## src/rtl/irq_pkg.sv

```systemverilog
package irq_pkg;
  localparam int ADDR_W = 8;
  localparam int DATA_W = 8;

  localparam logic [ADDR_W-1:0] GLB_FLAG_ADDR = 8'h00;
  localparam logic [ADDR_W-1:0] CHG_FLAG_ADDR = 8'h01;
  localparam logic [ADDR_W-1:0] GLB_MASK_ADDR = 8'h06;
  localparam logic [ADDR_W-1:0] CHG_MASK_ADDR = 8'h07;

  // bits that can ever be set in each flag register (bit 7 reserved)
  localparam logic [DATA_W-1:0] GLB_LIVE = 8'h7F;
  localparam logic [DATA_W-1:0] CHG_LIVE = 8'h7F;

  // charger flag positions
  localparam int CHG_THERM_BIT = 0;
  localparam int CHG_STATE_BIT = 1;
  localparam int CHG_INPUT_BIT = 2;
  localparam int CHG_LOOP_BIT  = 3;
  localparam int CHG_FORCE_BIT = 6;
endpackage

```

## src/rtl/irq_chg_detect.sv

```systemverilog
module irq_chg_detect #(
  parameter int W = 2
) (
  input  logic         clk,
  input  logic         rst,
  input  logic [W-1:0] field,
  output logic         changed
);
  logic [W-1:0] prev_q;

  // during reset the field is tracked so no stale difference survives release
  always_ff @(posedge clk) begin
    prev_q <= field;
  end

  assign changed = (field != prev_q) && !rst;
endmodule

```

## src/rtl/irq_flag_group.sv

```systemverilog
module irq_flag_group #(
  parameter int                W         = 8,
  parameter int                AW        = 8,
  parameter logic [AW-1:0]     FLAG_ADDR = '0,
  parameter logic [AW-1:0]     MASK_ADDR = '0,
  parameter logic [W-1:0]      LIVE      = '1
) (
  input  logic          clk,
  input  logic          rst,
  input  logic [W-1:0]  evt,
  input  logic          rd_en,
  input  logic          wr_en,
  input  logic [AW-1:0] addr,
  input  logic [W-1:0]  wr_data,
  output logic [W-1:0]  flags_o,
  output logic [W-1:0]  mask_o,
  output logic          raise_o,
  output logic          clear_next_o
);
  logic [W-1:0] flags_q, mask_q, flags_d, evt_live;
  logic         rd_hit, wr_hit;

  assign rd_hit   = rd_en && (addr == FLAG_ADDR);
  assign wr_hit   = wr_en && (addr == MASK_ADDR);
  assign evt_live = evt & LIVE;

  // a read drops old bits, an event in the same cycle still lands
  assign flags_d      = (rd_hit ? '0 : flags_q) | evt_live;
  assign raise_o      = |(evt_live & ~flags_q & ~mask_q);
  assign clear_next_o = (flags_d == '0);

  always_ff @(posedge clk) begin
    if (rst) begin
      flags_q <= '0;
      mask_q  <= '1;
    end else begin
      flags_q <= flags_d;
      if (wr_hit) mask_q <= wr_data;
    end
  end

  assign flags_o = flags_q;
  assign mask_o  = mask_q;
endmodule

```

## src/rtl/irq_drive.sv

```systemverilog
module irq_drive (
  input  logic clk,
  input  logic rst,
  input  logic raise,
  input  logic all_clear_next,
  output logic drive_o,
  output logic line_n_o
);
  logic drive_q, line_n_q, drive_d;

  always_comb begin
    drive_d = drive_q;
    if (raise)               drive_d = 1'b1;
    else if (all_clear_next) drive_d = 1'b0;
  end

  always_ff @(posedge clk) begin
    if (rst) begin
      drive_q  <= 1'b0;
      line_n_q <= 1'b1;
    end else begin
      drive_q  <= drive_d;
      line_n_q <= !drive_d;
    end
  end

  assign drive_o  = drive_q;
  assign line_n_o = line_n_q;
endmodule

```

## src/rtl/irq_collector.sv

```systemverilog
module irq_collector
  import irq_pkg::*;
#(
  parameter int AW       = ADDR_W,
  parameter int DW       = DATA_W,
  parameter int GL_N     = 7,
  parameter int IN_W     = 2,
  parameter int STATE_W  = 4,
  parameter int THERM_W  = 3,
  parameter int LOOP_N   = 3
) (
  input  logic               clk,
  input  logic               rst,
  input  logic [GL_N-1:0]    gl_pulse,
  input  logic [IN_W-1:0]    in_stat,
  input  logic [STATE_W-1:0] chg_state,
  input  logic [THERM_W-1:0] therm_stat,
  input  logic [LOOP_N-1:0]  loop_stat,
  input  logic               cfg_forced,
  input  logic               rd_en,
  input  logic               wr_en,
  input  logic [AW-1:0]      addr,
  input  logic [DW-1:0]      wr_data,
  output logic [DW-1:0]      rd_data,
  output logic               irq_n,
  output logic               irq_stat
);
  localparam int GL_PAD = DW - GL_N;

  logic [DW-1:0]     glb_evt, chg_evt;
  logic [DW-1:0]     glb_flags, glb_mask, chg_flags, chg_mask;
  logic              glb_raise, chg_raise, glb_clr, chg_clr;
  logic              in_chg, state_chg, therm_chg;
  logic [LOOP_N-1:0] loop_chg;
  logic [DW-1:0]     rd_q;

  assign glb_evt = {{GL_PAD{1'b0}}, gl_pulse};

  irq_chg_detect #(.W(IN_W)) u_in (
    .clk(clk), .rst(rst), .field(in_stat), .changed(in_chg));
  irq_chg_detect #(.W(STATE_W)) u_state (
    .clk(clk), .rst(rst), .field(chg_state), .changed(state_chg));
  irq_chg_detect #(.W(THERM_W)) u_therm (
    .clk(clk), .rst(rst), .field(therm_stat), .changed(therm_chg));

  for (genvar k = 0; k < LOOP_N; k++) begin : g_loop
    irq_chg_detect #(.W(1)) u_loop (
      .clk(clk), .rst(rst), .field(loop_stat[k]), .changed(loop_chg[k]));
  end

  always_comb begin
    chg_evt                              = '0;
    chg_evt[CHG_THERM_BIT]               = therm_chg;
    chg_evt[CHG_STATE_BIT]               = state_chg;
    chg_evt[CHG_INPUT_BIT]               = in_chg;
    chg_evt[CHG_LOOP_BIT +: LOOP_N]      = loop_chg;
    chg_evt[CHG_FORCE_BIT]               = cfg_forced && !rst;
  end

  irq_flag_group #(.W(DW), .AW(AW), .FLAG_ADDR(GLB_FLAG_ADDR),
                   .MASK_ADDR(GLB_MASK_ADDR), .LIVE(GLB_LIVE)) u_glb (
    .clk(clk), .rst(rst), .evt(glb_evt), .rd_en(rd_en), .wr_en(wr_en),
    .addr(addr), .wr_data(wr_data), .flags_o(glb_flags), .mask_o(glb_mask),
    .raise_o(glb_raise), .clear_next_o(glb_clr));

  irq_flag_group #(.W(DW), .AW(AW), .FLAG_ADDR(CHG_FLAG_ADDR),
                   .MASK_ADDR(CHG_MASK_ADDR), .LIVE(CHG_LIVE)) u_chg (
    .clk(clk), .rst(rst), .evt(chg_evt), .rd_en(rd_en), .wr_en(wr_en),
    .addr(addr), .wr_data(wr_data), .flags_o(chg_flags), .mask_o(chg_mask),
    .raise_o(chg_raise), .clear_next_o(chg_clr));

  irq_drive u_drv (
    .clk(clk), .rst(rst), .raise(glb_raise || chg_raise),
    .all_clear_next(glb_clr && chg_clr), .drive_o(irq_stat), .line_n_o(irq_n));

  always_ff @(posedge clk) begin
    if (rst) begin
      rd_q <= '0;
    end else if (rd_en) begin
      case (addr)
        GLB_FLAG_ADDR: rd_q <= glb_flags;
        CHG_FLAG_ADDR: rd_q <= chg_flags;
        GLB_MASK_ADDR: rd_q <= glb_mask;
        CHG_MASK_ADDR: rd_q <= chg_mask;
        default:       rd_q <= '0;
      endcase
    end
  end

  assign rd_data = rd_q;
endmodule

```

## config.mk

```make
export PLATFORM = sky130hd
export DESIGN_NAME = irq_collector
export DESIGN_NICKNAME = d
export VERILOG_FILES = /design/src/rtl/irq_pkg.sv /design/src/rtl/irq_chg_detect.sv /design/src/rtl/irq_flag_group.sv /design/src/rtl/irq_drive.sv /design/src/rtl/irq_collector.sv
export SDC_FILE = /design/constraint.sdc
export NUM_CORES = 1
export LEC_CHECK = 0
export ABC_AREA = 1
export BUFFER_PORTS_ARGS = -buffer_cell sky130_fd_sc_hd__buf_2
export CAP_MARGIN = 20
export CELL_PAD_IN_SITES_DETAIL_PLACEMENT = 1
export CELL_PAD_IN_SITES_GLOBAL_PLACEMENT = 1
export CORE_ASPECT_RATIO = 0.8
export CORE_MARGIN = 5
export CORE_UTILIZATION = 38
export DETAILED_ROUTE_END_ITERATION = 8
export PLACE_DENSITY_LB_ADDON = 0.08
export SLEW_MARGIN = 5
export SYNTH_ARGS = -nofsm -noshare
export SYNTH_HDL_FRONTEND = slang
export SYNTH_SLANG_ARGS = --single-unit
```

## constraint.sdc

```tcl
create_clock -name clk -period 2.1 [get_ports clk]
set_input_delay 0.63 -clock clk [delete_from_list [all_inputs] [get_ports clk]]
set_output_delay 0.63 -clock clk [all_outputs]
set_load 0.02 [all_outputs]
```

# After elaboration in Yosys (flattened, before gate mapping)
# Index checks and enable logic that the tools add are counted.
[word_totals]
wordCells = 57
out_inout_bits = 10
regBits = 54
input_bits = 40
[classes]
bitwise_logic = 10
eq_ne = 9
muxes = 5
n_reduce_logical = 20
[op_table]
columns = ["operator", "n"]
rows = [
  ["$not A8 Y8", 4],
  ["$pmux W8 S4", 1],
  ["$logic_not A8 Y1", 3],
  ["$and A7 B8 Y8", 2],
  ["$and A8 B8 Y8", 2],
  ["$eq A8 B3 Y1 const B", 2],
  ["$mux W8", 2],
  ["$or A8 B7 Y8", 2],
  ["$reduce_or A8 Y1", 2],
  ["$logic_and A1 B1 Y1", 12],
  ["$eq A8 B1 Y1 const B", 1],
  ["$ne A4 B4 Y1", 1],
  ["$ne A1 B1 Y1", 3],
  ["$ne A3 B3 Y1", 1],
  ["$logic_not A1 Y1", 2],
  ["$mux W1", 2],
  ["$ne A2 B2 Y1", 1],
  ["$logic_or A1 B1 Y1", 1],
]

# Depth between registers and ports, before layout
[depth]
word_depth = 9
ltp_mapped = 14
depth_no_buf = 14

# Modules after synthesis
# Synthesis repeated with hierarchy kept, for this count alone.
[unflattened]
cells_unflattened = 404
hier_area_um2 = 2687.6
[by_module_without_submodules]
columns = ["module", "n_inst", "cells_per_inst", "area_per_inst_um2"]
rows = [
  ["irq_flag_group (u_glb)", 1, 104, 748.2],
  ["irq_flag_group (u_chg)", 1, 107, 743.2],
  ["irq_collector", 1, 110, 635.6],
  ["irq_chg_detect (u_state)", 1, 26, 166.4],
  ["irq_chg_detect (u_therm)", 1, 17, 117.6],
  ["irq_chg_detect (g_loop[0].u_loop ...)", 3, 6, 38.8],
  ["irq_chg_detect (u_in)", 1, 13, 86.3],
  ["irq_drive", 1, 9, 73.8],
]

# Least setup slack after synthesis
# OpenSTA, ideal clock, no wires.
[synth_path]
kind = "input to register"
start = "input port addr[5]"
end = "register u_drv.drive_q (netlist: u_drv.drive_o)"
n_path_buf = 0
setup_ns = 0.132
stages = 10
setup_slack_ns = 0.374
arrival_time_ns = 1.594
path_cell_list = "nor2_1 nand2_1 inv_2 nand3_4 a21oi_1 nand3_1 nor2_1 nand2_1 nand2_2 a21oi_1"
[synth_between]
elab_chain_cells = 8
word_cells_on_any_way = 13
classes_between = "eq/ne (1); mux (4); bitwise (2); reduce/logical (6)"
[synth_lines]
columns = ["element", "line", "text"]
rows = [
  ["start, declared", "irq_collector.sv:22", "input logic [AW-1:0] addr,"],
  ["$eq A8 B1 Y1 or $logic_not A8 Y1 (tied branches)", "irq_flag_group.sv:23", "assign rd_hit = rd_en && (addr == FLAG_ADDR);"],
  ["$logic_and A1 B1 Y1", "irq_flag_group.sv:23", ""],
  ["$mux W8", "irq_flag_group.sv:28", "assign flags_d = (rd_hit ? '0 : flags_q) | evt_live;"],
  ["$or A8 B7 Y8", "irq_flag_group.sv:28", ""],
  ["$logic_not A8 Y1", "irq_flag_group.sv:30", "assign clear_next_o = (flags_d == '0);"],
  ["$logic_and A1 B1 Y1 *", "irq_collector.sv:74", ".all_clear_next(glb_clr && chg_clr), .drive_o(irq_stat), .line_n_o(irq_n));"],
  ["$mux W1 *", "irq_drive.sv:14", "else if (all_clear_next) drive_d = 1'b0;"],
  ["$mux W1 *", "irq_drive.sv:13", "if (raise) drive_d = 1'b1;"],
  ["end signal, assigned", "irq_drive.sv:22", "drive_q <= drive_d;"],
  ["end, declared", "irq_drive.sv:9", "logic drive_q, line_n_q, drive_d;"],
]
# Every way passes the cells marked *; elsewhere a longest branch is shown, timed or not.
# A chain may end at the register's enable or synchronous reset.

# Worst setup path after layout
[layout_path]
start = "input port addr[7]"
end = "register u_drv.drive_q (netlist: u_drv.drive_o)"
# The elaborated chain is that of the path after synthesis.

==> impl_metrics.tcl <==
set metrics [dict create \
    vias_per_cell 4.87 \
    fin_crit_sh 0.824 \
    tightest_slew_ns 0.432 \
    synth_fa_ha_area_frac 0 \
    grt-ovfl-total 0 \
    synth-seq-cells 54 \
    synth-edff-count 0 \
    clkSinkCount 54 \
    clk_path_buf_depth 2 \
    final_nets 430 \
    crit_chain "buf_2 > nor2_1 > nand2_1 > nor2_4 > nand2_4 > nand2_1 > nand2_1 > nor2_1 > nand2_1 > nor2_1 > nand2_1 > nand2_2 > a21oi_1" \
    antenna_found_initial 0 \
    cp-start-kind "input port" \
    fin_hold_ws_ns 0.430 \
    yosys.area_share.simple 0.306 \
    final_core_util 0.471 \
    cp-end-kind "flip-flop" \
    crit_type "in -> reg" \
    syn_inst 335 \
    ir_drop_uv 288 \
    first_iter_violations 85 \
    ioPinCount 50 \
    worstHoldStart "therm_stat[2]" \
    grtUsageTotal 0.190 \
    syn_area_um2 2380 \
    postSynth.asyncResetShare 0 \
    clkTransAtPathRegs_ns 0.10 \
    crit_arrival_ns 1.94 \
    crit_path_start "addr[7]" \
    cts_resized 0 \
    relSlewSlack 0.709 \
    cts_htree_levels 2 \
    rows 25 \
    wl_per_cell_um 14.9 \
    portBuffers 49 \
    yosysSeqAreaShare 0.455 \
    muxShareOfSynthArea 0 \
    grt_use_met2 0.302 \
    design.core.area_um2 6010 \
    drive_above_1_share 0.182 \
    met1_usage 0.262 \
    vias 2299 \
    rsz0062_at_grt "false" \
    clock-root-buffer "clkbuf_8" \
    synthesis.nets 375 \
    totalPowerFinal_mw 1.89 \
    required_ns 2.31 \
    die-area_um2 7950 \
    crit_fanout 8 \
    grt_pass1_vias 2332 \
    max_freq_mhz 578 \
    yosysWarnings 0 \
    path_common_cell "nand2_1" \
    final_antenna_net_count 0 \
    leakage_nw 1.40 \
    grt_pass1_wl_mm 11.8 \
    hold_viol 0 \
    initial_utilization 0.396 \
    post_cts.repair.setup_buffers 0 \
    synth-main-ff-cell "dfxtp_1" \
    max_stage_delay_ns 0.20 \
    min_path_type "in -> reg" \
    wl_mm 7.04 \
    finClkSkew_ns 0.00505 \
    cts_tree "built" \
    ctsHoldBuffers 0 \
    place_hpwl_mm 5.58 \
    drv_cap 0 \
    synth_top_family_by_area "simple AND/OR/NAND/NOR gates" \
    r2r-start "g_loop[0].u_loop.prev_q" \
    busiest_layer "met2" \
    setup_viol 0 \
    clock_latency_ns 0.32 \
    synth_cell_types 27 \
    die_y_um 80.7 \
    powerDensity_nw_per_um2 668 \
    avgSynthCellArea_um2 7.10 \
    finalSetupTns_ns 0 \
    final_cell_mix "nand2_1 (102), dfxtp_1 (54), buf_2 (49)" \
    cpMaxStageDelayCell "nor2_1" \
    die_x_um 98.4 \
    area_delta_synth_final_pct 18.9 \
    cts_buffers 5 \
    drc 0 \
    use_met3 0.0429 \
    gp_congestion 0.864 \
    fin_crit_ns 1.73 \
    synth-xor-area-share 0.0147 \
    firstDrtPassIters 4 \
    num_antenna_cells 0 \
    reg2reg_slack_ns 0.67 \
    grt_max_degree 26 \
    layout.cells.non_filler 472 \
    status "complete, no violations" \
    layout_commonest_cell "nand2_1" \
    slew_violations 0 \
    synth-compound-area-share 0.137 \
    placed_cells 464 \
]
==> per-stage QoR <==
stage	setup WS, ns	area (um^2)
5_1_grt	0.172	2830
4_1_cts	0.356	2830
3_3_place_gp	0.0577	2730
6_report	0.370	2830
3_5_place_dp	0.0145	2730
2_1_floorplan	0.374	2380
==> cell usage after synthesis, drive strengths merged (3+ instances only) <==
master	n	area share
nand2	105	0.17
dfxtp	54	0.45
inv	43	0.068
nor2	33	0.058
a21oi	25	0.053
nand3	21	0.049
o21ai	15	0.032
buf	5	0.010
nor3	5	0.011
o211ai	5	0.016
xnor2	4	0.015
a22o	3	0.011
clkbuf	3	0.0089
nand4	3	0.0079
o22ai	3	0.0079
==> cell families (layout without fill, tap and decap cells) <==
logic type / count (synthesis) / after routing
compound gates: 56 / 56
xor+xnor: 4 / 4
buf+inv: 51 / 107
flops: 54 / 54
simple gates: 170 / 170
==> path summary, 6_finish.rpt <==
path	endpoint	cells past startpoint
min reg2reg	rd_data[7]	2
max	u_drv.drive_o	13
max reg2reg	u_drv.drive_o	8
min	u_therm.prev_q[2]	1
==> power breakdown <==
part	leakage (nW)	switching, mW	internal (mW)	total [mW]
logic	0.907	0.115	0.0716	0.187
clock network	0.0472	0.355	0.266	0.621
registers	0.445	0.0210	1.06	1.08
total	1.40	0.491	1.40	1.89
==> critical path: cells and delay by family <==
kind	cells	cell delay [ns]
AO/OA/AOI/OAI	1	0.05
buffers and inverters	1	0.09
AND/OR/NAND/NOR	11	1.14
==> state kept, by name (all words and copies together), names as in the netlist <==
| register | count |
|---|---|
| u_glb.mask_o | 8 |
| g_loop.u_loop.prev_q | 3 |
| u_drv.line_n_o | 1 |
| u_therm.prev_q | 3 |
| u_in.prev_q | 2 |
| u_chg.flags_o | 8 |
| u_drv.drive_o | 1 |
| u_state.prev_q | 4 |
| u_glb.flags_o | 8 |
| rd_data | 8 |
| u_chg.mask_o | 8 |
==> metal layers <==
| metal | part of all wire | wire (um) | up-vias |
|---|---|---|---|
| li1 | - | - | 1182 |
| met1 | 0.51 | 3580 | 1068 |
| met2 | 0.44 | 3080 | 40 |
| met3 | 0.040 | 279 | 9 |
| met4 | 0.013 | 93 | 0 |
| met5 | 0 | 0 | - |
==> area by class of cell <==
type                       instances  area [um^2]
fill                             806         3180
clock inverter                     2         12.5
multi-input combinational        230         1090
clock buffer                       6         82.6
tap                               81          101
inverter                          43          161
sequential                        54         1080
timing repair buffer              56          298
(Power assumes the default switching activity.)
